[config.mk]
export PLATFORM = sky130hd
export DESIGN_NAME = alu_exec_stage
export DESIGN_NICKNAME = d
export VERILOG_FILES = /design/src/rtl/alu_exec_pkg.sv /design/src/rtl/alu_operand_mux.sv /design/src/rtl/alu_core.sv /design/src/rtl/alu_mem_port.sv /design/src/rtl/alu_exec_stage.sv
export SDC_FILE = /design/constraint.sdc
export NUM_CORES = 1
export LEC_CHECK = 0
export ABC_AREA = 1
export BUFFER_PORTS_ARGS = -buffer_cell sky130_fd_sc_hd__buf_2
export CAP_MARGIN = 20
export CORE_AREA = 2 2 91 93
export CTS_CLUSTER_SIZE = 14
export DETAILED_ROUTE_END_ITERATION = 16
export DIE_AREA = 0 0 93 95
export PLACE_DENSITY = 0.77
export SLEW_MARGIN = 30
export SYNTH_ARGS = -nofsm -noshare
export SYNTH_HDL_FRONTEND = slang
export SYNTH_SLANG_ARGS = --single-unit
[constraint.sdc]
create_clock -name clk -period 1.7 [get_ports clk]
set_input_delay 0.34 -clock clk [delete_from_list [all_inputs] [get_ports clk]]
set_output_delay 0.34 -clock clk [all_outputs]
set_load 0.01 [all_outputs]
[src/rtl/alu_exec_pkg.sv]
package alu_exec_pkg;

  typedef enum logic [2:0] {
    OP_ADD  = 3'd0,
    OP_SUB  = 3'd1,
    OP_AND  = 3'd2,
    OP_OR   = 3'd3,
    OP_XOR  = 3'd4,
    OP_SHL  = 3'd5,
    OP_SHR  = 3'd6,
    OP_RSVD = 3'd7
  } alu_op_e;

  typedef enum logic [1:0] {
    SRC_RF   = 2'b00,
    SRC_R    = 2'b01,
    SRC_MEM  = 2'b10,
    SRC_ZERO = 2'b11
  } opnd_src_e;

  localparam int unsigned NUM_MUXED_OPND = 2;

endpackage

[src/rtl/alu_operand_mux.sv]
module alu_operand_mux
  import alu_exec_pkg::*;
#(
  parameter int unsigned DW = 8
) (
  input  logic [1:0]    sel,
  input  logic [DW-1:0] rf_bus,
  input  logic [DW-1:0] r_fb,
  input  logic [DW-1:0] mem_rdata,
  output logic [DW-1:0] opnd
);

  opnd_src_e src;

  always_comb begin
    src = opnd_src_e'(sel);
    unique case (src)
      SRC_RF:   opnd = rf_bus;
      SRC_R:    opnd = r_fb;
      SRC_MEM:  opnd = mem_rdata;
      default:  opnd = '0;
    endcase
  end

endmodule

[src/rtl/alu_core.sv]
module alu_core
  import alu_exec_pkg::*;
#(
  parameter int unsigned DW = 8
) (
  input  alu_op_e       op,
  input  logic [DW-1:0] a,
  input  logic [DW-1:0] b,
  input  logic          c,
  output logic [DW-1:0] res,
  output logic          co
);

  localparam int unsigned SW = DW + 1;

  logic [SW-1:0] add_sum;
  logic [SW-1:0] sub_sum;
  logic [DW-1:0] b_inv;

  always_comb begin
    b_inv   = ~b;
    add_sum = {1'b0, a} + {1'b0, b} + {{DW{1'b0}}, c};
    sub_sum = {1'b0, a} + {1'b0, b_inv} + {{DW{1'b0}}, c};
  end

  always_comb begin
    res = '0;
    co  = 1'b0;
    unique case (op)
      OP_ADD: begin
        res = add_sum[DW-1:0];
        co  = add_sum[DW];
      end
      OP_SUB: begin
        res = sub_sum[DW-1:0];
        co  = sub_sum[DW];
      end
      OP_AND: res = a & b;
      OP_OR:  res = a | b;
      OP_XOR: res = a ^ b;
      OP_SHL: begin
        res = {a[DW-2:0], c};
        co  = a[DW-1];
      end
      OP_SHR: begin
        res = {c, a[DW-1:1]};
        co  = a[0];
      end
      default: begin
        res = '0;
        co  = 1'b0;
      end
    endcase
  end

endmodule

[src/rtl/alu_mem_port.sv]
module alu_mem_port #(
  parameter int unsigned DW = 8
) (
  input  logic          clk,
  input  logic          rst_n,
  input  logic          adl_load,
  input  logic          adl_sel,
  input  logic          adh_load,
  input  logic          adh_sel,
  input  logic          wr_req,
  input  logic          dor_sel,
  input  logic [DW-1:0] r_res,
  input  logic [DW-1:0] mem_rdata,
  input  logic [DW-1:0] rf_bus,
  output logic [DW-1:0] adl,
  output logic [DW-1:0] adh,
  output logic          mem_we,
  output logic [DW-1:0] mem_wdata
);

  logic [DW-1:0] adl_q, adl_d;
  logic [DW-1:0] adh_q, adh_d;
  logic [DW-1:0] dor_q, dor_d;
  logic          we_q, we_d;

  always_comb begin
    adl_d = adl_q;
    if (adl_load) adl_d = adl_sel ? mem_rdata : r_res;
    adh_d = adh_q;
    if (adh_load) adh_d = adh_sel ? mem_rdata : r_res;
    dor_d = dor_q;
    if (wr_req) dor_d = dor_sel ? rf_bus : r_res;
    we_d = wr_req;
  end

  always_ff @(posedge clk or negedge rst_n) begin
    if (!rst_n) begin
      adl_q <= '0;
      adh_q <= '0;
      dor_q <= '0;
      we_q  <= 1'b0;
    end else begin
      adl_q <= adl_d;
      adh_q <= adh_d;
      dor_q <= dor_d;
      we_q  <= we_d;
    end
  end

  assign adl       = adl_q;
  assign adh       = adh_q;
  assign mem_we    = we_q;
  assign mem_wdata = dor_q;

  AST_ADL_HOLD: assert property (@(posedge clk) disable iff (!rst_n)
    !adl_load |=> $stable(adl));
  AST_ADH_HOLD: assert property (@(posedge clk) disable iff (!rst_n)
    !adh_load |=> $stable(adh));
  AST_WE_SET: assert property (@(posedge clk) disable iff (!rst_n)
    wr_req |=> mem_we);
  AST_WE_CLR: assert property (@(posedge clk) disable iff (!rst_n)
    !wr_req |=> !mem_we);
  AST_DOR_HOLD: assert property (@(posedge clk) disable iff (!rst_n)
    !wr_req |=> $stable(mem_wdata));

endmodule

[src/rtl/alu_exec_stage.sv]
module alu_exec_stage
  import alu_exec_pkg::*;
#(
  parameter int unsigned DW = 8
) (
  input  logic          clk,
  input  logic          rst_n,
  input  logic          opnd_load,
  input  logic [1:0]    a_sel,
  input  logic [1:0]    b_sel,
  input  logic          c_sel,
  input  logic [2:0]    op_code,
  input  logic [DW-1:0] rf_bus,
  input  logic [DW-1:0] mem_rdata,
  input  logic          cin_bus,
  input  logic          adl_load,
  input  logic          adl_sel,
  input  logic          adh_load,
  input  logic          adh_sel,
  input  logic          wr_req,
  input  logic          dor_sel,
  output logic [DW-1:0] r_result,
  output logic          r_carry,
  output logic          r_valid,
  output logic [DW-1:0] adl,
  output logic [DW-1:0] adh,
  output logic          mem_we,
  output logic [DW-1:0] mem_wdata
);

  // reset: asynchronous assertion, synchronous release
  logic rst_meta, rst_q;

  always_ff @(posedge clk or negedge rst_n) begin
    if (!rst_n) begin
      rst_meta <= 1'b0;
      rst_q    <= 1'b0;
    end else begin
      rst_meta <= 1'b1;
      rst_q    <= rst_meta;
    end
  end

  // operand registers
  logic [DW-1:0] a_q, a_d;
  logic [DW-1:0] b_q, b_d;
  logic          c_q, c_d;
  alu_op_e       op_q, op_d;
  logic          exe_vld_q, exe_vld_d;

  // result register
  logic [DW-1:0] r_q, r_d;
  logic          rc_q, rc_d;
  logic          rv_q, rv_d;

  logic [NUM_MUXED_OPND-1:0][1:0]    mux_sel;
  logic [NUM_MUXED_OPND-1:0][DW-1:0] mux_out;
  logic          c_src;
  logic [DW-1:0] alu_res;
  logic          alu_co;

  assign mux_sel = {b_sel, a_sel};

  for (genvar gi = 0; gi < NUM_MUXED_OPND; gi++) begin : g_opnd_mux
    alu_operand_mux #(.DW(DW)) u_mux (
      .sel       (mux_sel[gi]),
      .rf_bus    (rf_bus),
      .r_fb      (r_q),
      .mem_rdata (mem_rdata),
      .opnd      (mux_out[gi])
    );
  end

  assign c_src = c_sel ? rc_q : cin_bus;

  always_comb begin
    a_d       = a_q;
    b_d       = b_q;
    c_d       = c_q;
    op_d      = op_q;
    exe_vld_d = opnd_load;
    if (opnd_load) begin
      a_d  = mux_out[0];
      b_d  = mux_out[1];
      c_d  = c_src;
      op_d = alu_op_e'(op_code);
    end
  end

  always_ff @(posedge clk or negedge rst_q) begin
    if (!rst_q) begin
      a_q       <= '0;
      b_q       <= '0;
      c_q       <= 1'b0;
      op_q      <= OP_ADD;
      exe_vld_q <= 1'b0;
    end else begin
      a_q       <= a_d;
      b_q       <= b_d;
      c_q       <= c_d;
      op_q      <= op_d;
      exe_vld_q <= exe_vld_d;
    end
  end

  alu_core #(.DW(DW)) u_core (
    .op  (op_q),
    .a   (a_q),
    .b   (b_q),
    .c   (c_q),
    .res (alu_res),
    .co  (alu_co)
  );

  always_comb begin
    r_d  = r_q;
    rc_d = rc_q;
    rv_d = exe_vld_q;
    if (exe_vld_q) begin
      r_d  = alu_res;
      rc_d = alu_co;
    end
  end

  always_ff @(posedge clk or negedge rst_q) begin
    if (!rst_q) begin
      r_q  <= '0;
      rc_q <= 1'b0;
      rv_q <= 1'b0;
    end else begin
      r_q  <= r_d;
      rc_q <= rc_d;
      rv_q <= rv_d;
    end
  end

  assign r_result = r_q;
  assign r_carry  = rc_q;
  assign r_valid  = rv_q;

  alu_mem_port #(.DW(DW)) u_mem (
    .clk       (clk),
    .rst_n     (rst_q),
    .adl_load  (adl_load),
    .adl_sel   (adl_sel),
    .adh_load  (adh_load),
    .adh_sel   (adh_sel),
    .wr_req    (wr_req),
    .dor_sel   (dor_sel),
    .r_res     (r_q),
    .mem_rdata (mem_rdata),
    .rf_bus    (rf_bus),
    .adl       (adl),
    .adh       (adh),
    .mem_we    (mem_we),
    .mem_wdata (mem_wdata)
  );

  AST_VALID_LATENCY: assert property (@(posedge clk) disable iff (!rst_q)
    opnd_load |=> ##1 r_valid);
  AST_NO_SPURIOUS_VALID: assert property (@(posedge clk) disable iff (!rst_q)
    !opnd_load |=> ##1 !r_valid);
  AST_ZERO_SOURCE: assert property (@(posedge clk) disable iff (!rst_q)
    (opnd_load && a_sel == 2'b11 && b_sel == 2'b11) |=> (a_q == '0 && b_q == '0));
  AST_LOGIC_NO_CARRY: assert property (@(posedge clk) disable iff (!rst_q)
    (exe_vld_q && (op_q == OP_AND || op_q == OP_OR || op_q == OP_XOR)) |=> !r_carry);
  AST_RSVD_ZERO: assert property (@(posedge clk) disable iff (!rst_q)
    (exe_vld_q && op_q == OP_RSVD) |=> (r_result == '0 && !r_carry));
  AST_RESULT_HOLD: assert property (@(posedge clk) disable iff (!rst_q)
    !exe_vld_q |=> ($stable(r_result) && $stable(r_carry)));

endmodule

* After elaboration in Yosys (flattened, before gate mapping)
Index checks and enable logic that the tools add are counted.
Word-level totals: register bits after elaboration 58, input port bits 34, output and inout bits 35, logic and storage cells 43
Cells by class: add/sub/neg operators 4, eq/ne operators 10, muxes and demuxes 8, bitwise operators 4, reduce and logical (&&, ||, !) cells 3
Operator list (count):
- 8-bit one-hot mux with 7 select lines | 1
- 8-bit one-hot mux with 3 select lines | 2
- 8-bit two-way mux | 3
- 8-bit by 8-bit adder with 9-bit output | 2
- 9-bit by 1-bit adder with 9-bit output | 2
- 3-bit equality test (second input constant) | 3
- 8-bit AND | 1
- 8-bit inverter | 1
- 8-bit OR | 1
- 8-bit bitwise XOR | 1
- 3-bit by 2-bit equality test with 1-bit output (second input constant) | 2
- 2-bit by 1-bit equality test with 1-bit output (second input constant) | 2
- 2-bit equality test (second input constant) | 2
- 2-bit zero test | 2
- 1-bit one-hot mux with 4 select lines | 1
- 3-bit by 1-bit equality test with 1-bit output (second input constant) | 1
- 3-bit zero test | 1
- 1-bit two-way mux | 1

* Depth between registers and ports, before layout
depth after elaboration 4, depth in mapped cells 14, gate-level depth less buffers 14

* By module
Synthesis repeated with hierarchy kept, for this count alone.
Unflattened totals: cells, all modules 624, area total of the unflattened synthesis 4224.1 µm²
By module, submodules not included:
- alu_core | instances 1, cells each 237, area an instance 1337.5 µm², sequential area each 0.0 µm²
- alu_mem_port | instances 1, cells each 181, area an instance 1272.5 µm², sequential area each 625.6 µm²
- alu_exec_stage | instances 1, cells each 132, area an instance 1238.7 µm², sequential area each 825.8 µm²
- alu_operand_mux | instances 2, cells each 37, area an instance 187.7 µm², sequential area each 0.0 µm²

* Least setup slack after synthesis
Ideal clock, no wire load.
kind reg-to-reg, start reg a_q[0], end reg r_q[6] (netlist: r_result[6]), setup time 0.116 ns, arrival 1.883 ns, required time 1.584 ns, slack -0.299 ns, cell stages (with the launch flop) 14, path buffers 0, clock period less this slack 1.999 ns, path through dfrtp_1 > inv_1 > fa_1 > fa_1 > inv_1 > nand3_1 > nand3_1 > nand2_1 > nand2_1 > nand2_1 > nand3_1 > nand3_1 > nand2_1 > nand2_1
On the way: longest elaborated chain between the ends 3, elaborated cells on any way between the ends 5, those cells by class 4 x add/sub; 1 x mux
RTL lines:
- start: declaration | line alu_exec_stage.sv:45 | logic [DW-1:0] a_q, a_d;
- start signal: assignment | line alu_exec_stage.sv:92 | a_q <= '0;
- start signal: assignment | line alu_exec_stage.sv:98 | a_q <= a_d;
- 8-bit by 8-bit adder with 9-bit output, on equally long branches | line alu_core.sv:23, alu_core.sv:22
- 9-bit by 1-bit adder with 9-bit output, on equally long branches | line alu_core.sv:23, alu_core.sv:22
- 8-bit one-hot mux with 7 select lines (*) | line alu_core.sv:29 | unique case (op)
- end signal: assignment | line alu_exec_stage.sv:131 | r_q <= r_d;
- end: declaration | line alu_exec_stage.sv:52 | logic [DW-1:0] r_q, r_d;
Every way passes the cells marked *; elsewhere a longest branch is shown, timed or not. A chain may end at the register's enable or synchronous reset.

* Worst setup path after layout
start reg b_q[0], end reg r_q[1] (netlist: r_result[1])
On the way: longest elaborated chain between the ends 4, elaborated cells on any way between the ends 6, those cells by class 4 x add/sub; 1 x mux; 1 x bitwise
RTL lines:
- start: declaration | line alu_exec_stage.sv:46 | logic [DW-1:0] b_q, b_d;
- start signal: assignment | line alu_exec_stage.sv:93 | b_q <= '0;
- start signal: assignment | line alu_exec_stage.sv:99 | b_q <= b_d;
- 8-bit inverter | line alu_core.sv:21 | b_inv = ~b;
- 8-bit by 8-bit adder with 9-bit output | line alu_core.sv:23 | sub_sum = {1'b0, a} + {1'b0, b_inv} + {{DW{1'b0}}, c};
- 9-bit by 1-bit adder with 9-bit output | line alu_core.sv:23
- 8-bit one-hot mux with 7 select lines (*) | line alu_core.sv:29
Marked as above.

==> flow_summary.ini <==
[worst_setup_path]
cp-end-kind = flop
crit_fanout = 3
critical_path.startpoint_type = flop
crit_type = reg2reg
critPathRequiredTime_ns = 1.91
arrival_ns = 2.22

[hold_path]
holdCritPathClass = in2reg

[power_and_ir_drop]
max-vdd-ir-drop_uv = 763.8
powerDensity_mw_per_mm2 = 1045
leakage_nw = 2.587

[timing]
tightest_slew_ns = 0.5998
rsz0062_at_grt = true
hold_viol_final = 0
slew-limit-headroom = 0.6001
fmax_mhz = 498.4
clock_skew_ns = 0.01163
fin_ws_ns = -0.3063
holdWs_ns = 0.2117
final.min_clock_period_ns = 2.006
finalCritPeriodShare = 1.180
maxSlewViolCount = 0
setup_viol = 8

[placement]
place_hpwl_um = 8540
gp_congestion = 0.9765
numPortBuffers = 68
dp_cells = 748

[detailed_routing]
via_per_inst = 5.180
num_vias = 3994
ant_nets = 0
drc_errors = 0
wl_per_cell_um = 14.48
first_pass_iters = 5
drt_wl_total_um = 11160
first_iter_violations = 169

[global_routing]
grt_first_pass_wirelength_um = 18610
track_usage = 0.2677
overflow = 0
grt_pass1_vias = 3875
antenna_found_initial = 0
grt_max_degree = 57

[floorplan]
die_area_mm2 = 0.008835
row_count = 33
initial_core_util = 0.4967
pin_count = 69
die_h_um = 95
die_w_um = 93
core_area_mm2 = 0.007928

[finish]
area_growth_pct = 28.76
multiInputGateArea_mm2 = 0.002266
final_cell_mix = nand2_1, buf_2, dfrtp_1, buf_4, nor2_1
drive_gt1_frac = 0.2823
num_antenna_cells = 0
postLayoutCoreUtil = 0.6395
finalNetCount = 722
register_area_mm2 = 0.001453
final_cell_count_no_fill = 771
nFillCells = 721
layout_commonest_cell = nand2_1

[cts]
cts-buffers-inserted = 9
tritoncts = built
clock-sinks = 58
clkLatencyLatePin_ns = 0.34
clk_pin_slew_ns = 0.07
cts_root_buf = clkbuf_8
cts.path.max_buffers = 2
cts_max_level = 3

[yosys]
synthAdderAreaFrac = 0.09342
synth_top_family_by_area = simple AND/OR/NAND/NOR gates
synthMuxAreaShare = 0
synth_top_area_frac = 0.3686
synth_seq_cells = 58
ys_types = 33
synth-compound-area-share = 0.1557
synth.cell_area_mm2 = 0.003938
synth.area.top_cells = dfrtp_1, nand2_1, ha_1, nand3_1, o21a_1
synth-edff-count = 0
yosys.area.top_type = dfrtp_1
yosysWarnings = 0
seq_area_frac_synth = 0.3686
synth_xor_area_frac = 0.002224
synth-simple-area-share = 0.2990
yosys_most_used_dff = dfrtp_1
syn-num-nets = 610
synthesis.instances = 549
async_reset_ff_frac = 1.000
synth.avg_cell_area_um2 = 7.172

[outcome]
status = finished with violations
violations = negative setup slack

[run]
cap_violations = 0
worst max-delay path, stage by stage, from the launching register on:
cell,delay [ns]
dfrtp_1,0.43
inv_2,0.07
fa_2,0.38
fa_2,0.53
or2_0,0.10
nand3_1,0.09
nor3_2,0.19
o21ai_1,0.10
metal layers:
metal	share of wire	track usage
met1	0.44	0.3453
met2	0.48	0.4523
met3	0.060	0.05587
met4	0.017	0.08578
met5	0	0
where the power goes:
group / switching [W] / total [W] / internal [W] / leakage [nW]
Sequential: 0.000181 / 0.00177 / 0.00159 / 0.707
Combinational: 0.00114 / 0.00200 / 0.000854 / 1.77
Clock: 0.000560 / 0.00153 / 0.000973 / 0.114
Total: 0.00188 / 0.00530 / 0.00342 / 2.59
area by class of cell:
class | instances | area share
multi-input combinational | 411 | 0.4469
sequential | 58 | 0.2865
timing repair buffer | 122 | 0.1508
inverter | 59 | 0.04368
clock buffer | 11 | 0.02591
tap | 105 | 0.02591
clock inverter | 5 | 0.02024
worst paths after layout:
path                       startpoint           to  slack (ns)  depth (start not counted)
max                            b_q[0]  r_result[1]       -0.31                          7
min                        op_code[1]      op_q[1]        0.21                          3
max reg2reg                    b_q[0]  r_result[1]       -0.31                          7
min reg2reg                     rst_q          c_q        0.27                          1
max in group asynchronous       rst_q       a_q[6]        1.18                          1
min in group asynchronous       rst_q          c_q        0.27                          1
timing repair:
item                                   4_1_cts  5_1_grt
setup endpoints to repair                    8        8
pin swaps                                    3       12
endpoints found under the hold margin        2        0
hold buffers                                 1        0
buffers inserted                             2        4
resized for setup                            6       18
cell families after synthesis:
kind of cell | after synthesis
buf+inv | 80
simple gates | 278
other cells | 1
compound gates | 104
xor+xnor | 1
fa+ha+maj | 27
flops | 58
cell usage after synthesis, drive strengths merged, types with 3 or more instances:
master,count
nand2,167
inv,59
dfrtp,58
nand3,49
nor2,48
a21oi,38
o21ai,30
o21a,25
ha,23
clkbuf,15
o22ai,10
buf,6
nor3,6
fa,4
or2,3
stage by stage:
stage | cell area [um^2] | total power (W) | setup TNS, ns | setup slack, ns
finish | 5070 | 0.005300 | -1.536 | -0.3063
global route | 5070 | 0.005645 | -2.365 | -0.4102
CTS | 4977 | 0.005227 | -1.362 | -0.2653
detailed placement | 4697 | 0.003652 | -1.314 | -0.2859
global placement | 4697 | 0.003625 | -1.102 | -0.2187
floorplan | 3954 | 0.002882 | -0.4005 | -0.1488
sequential cells by signal, indices dropped and copies added (netlist names), 3 cells and up:
register         cells
a_q                  8
b_q                  8
r_result             8
u_mem.adh            8
u_mem.adl            8
u_mem.mem_wdata      8
op_q                 3
(Power assumes the default switching activity.)
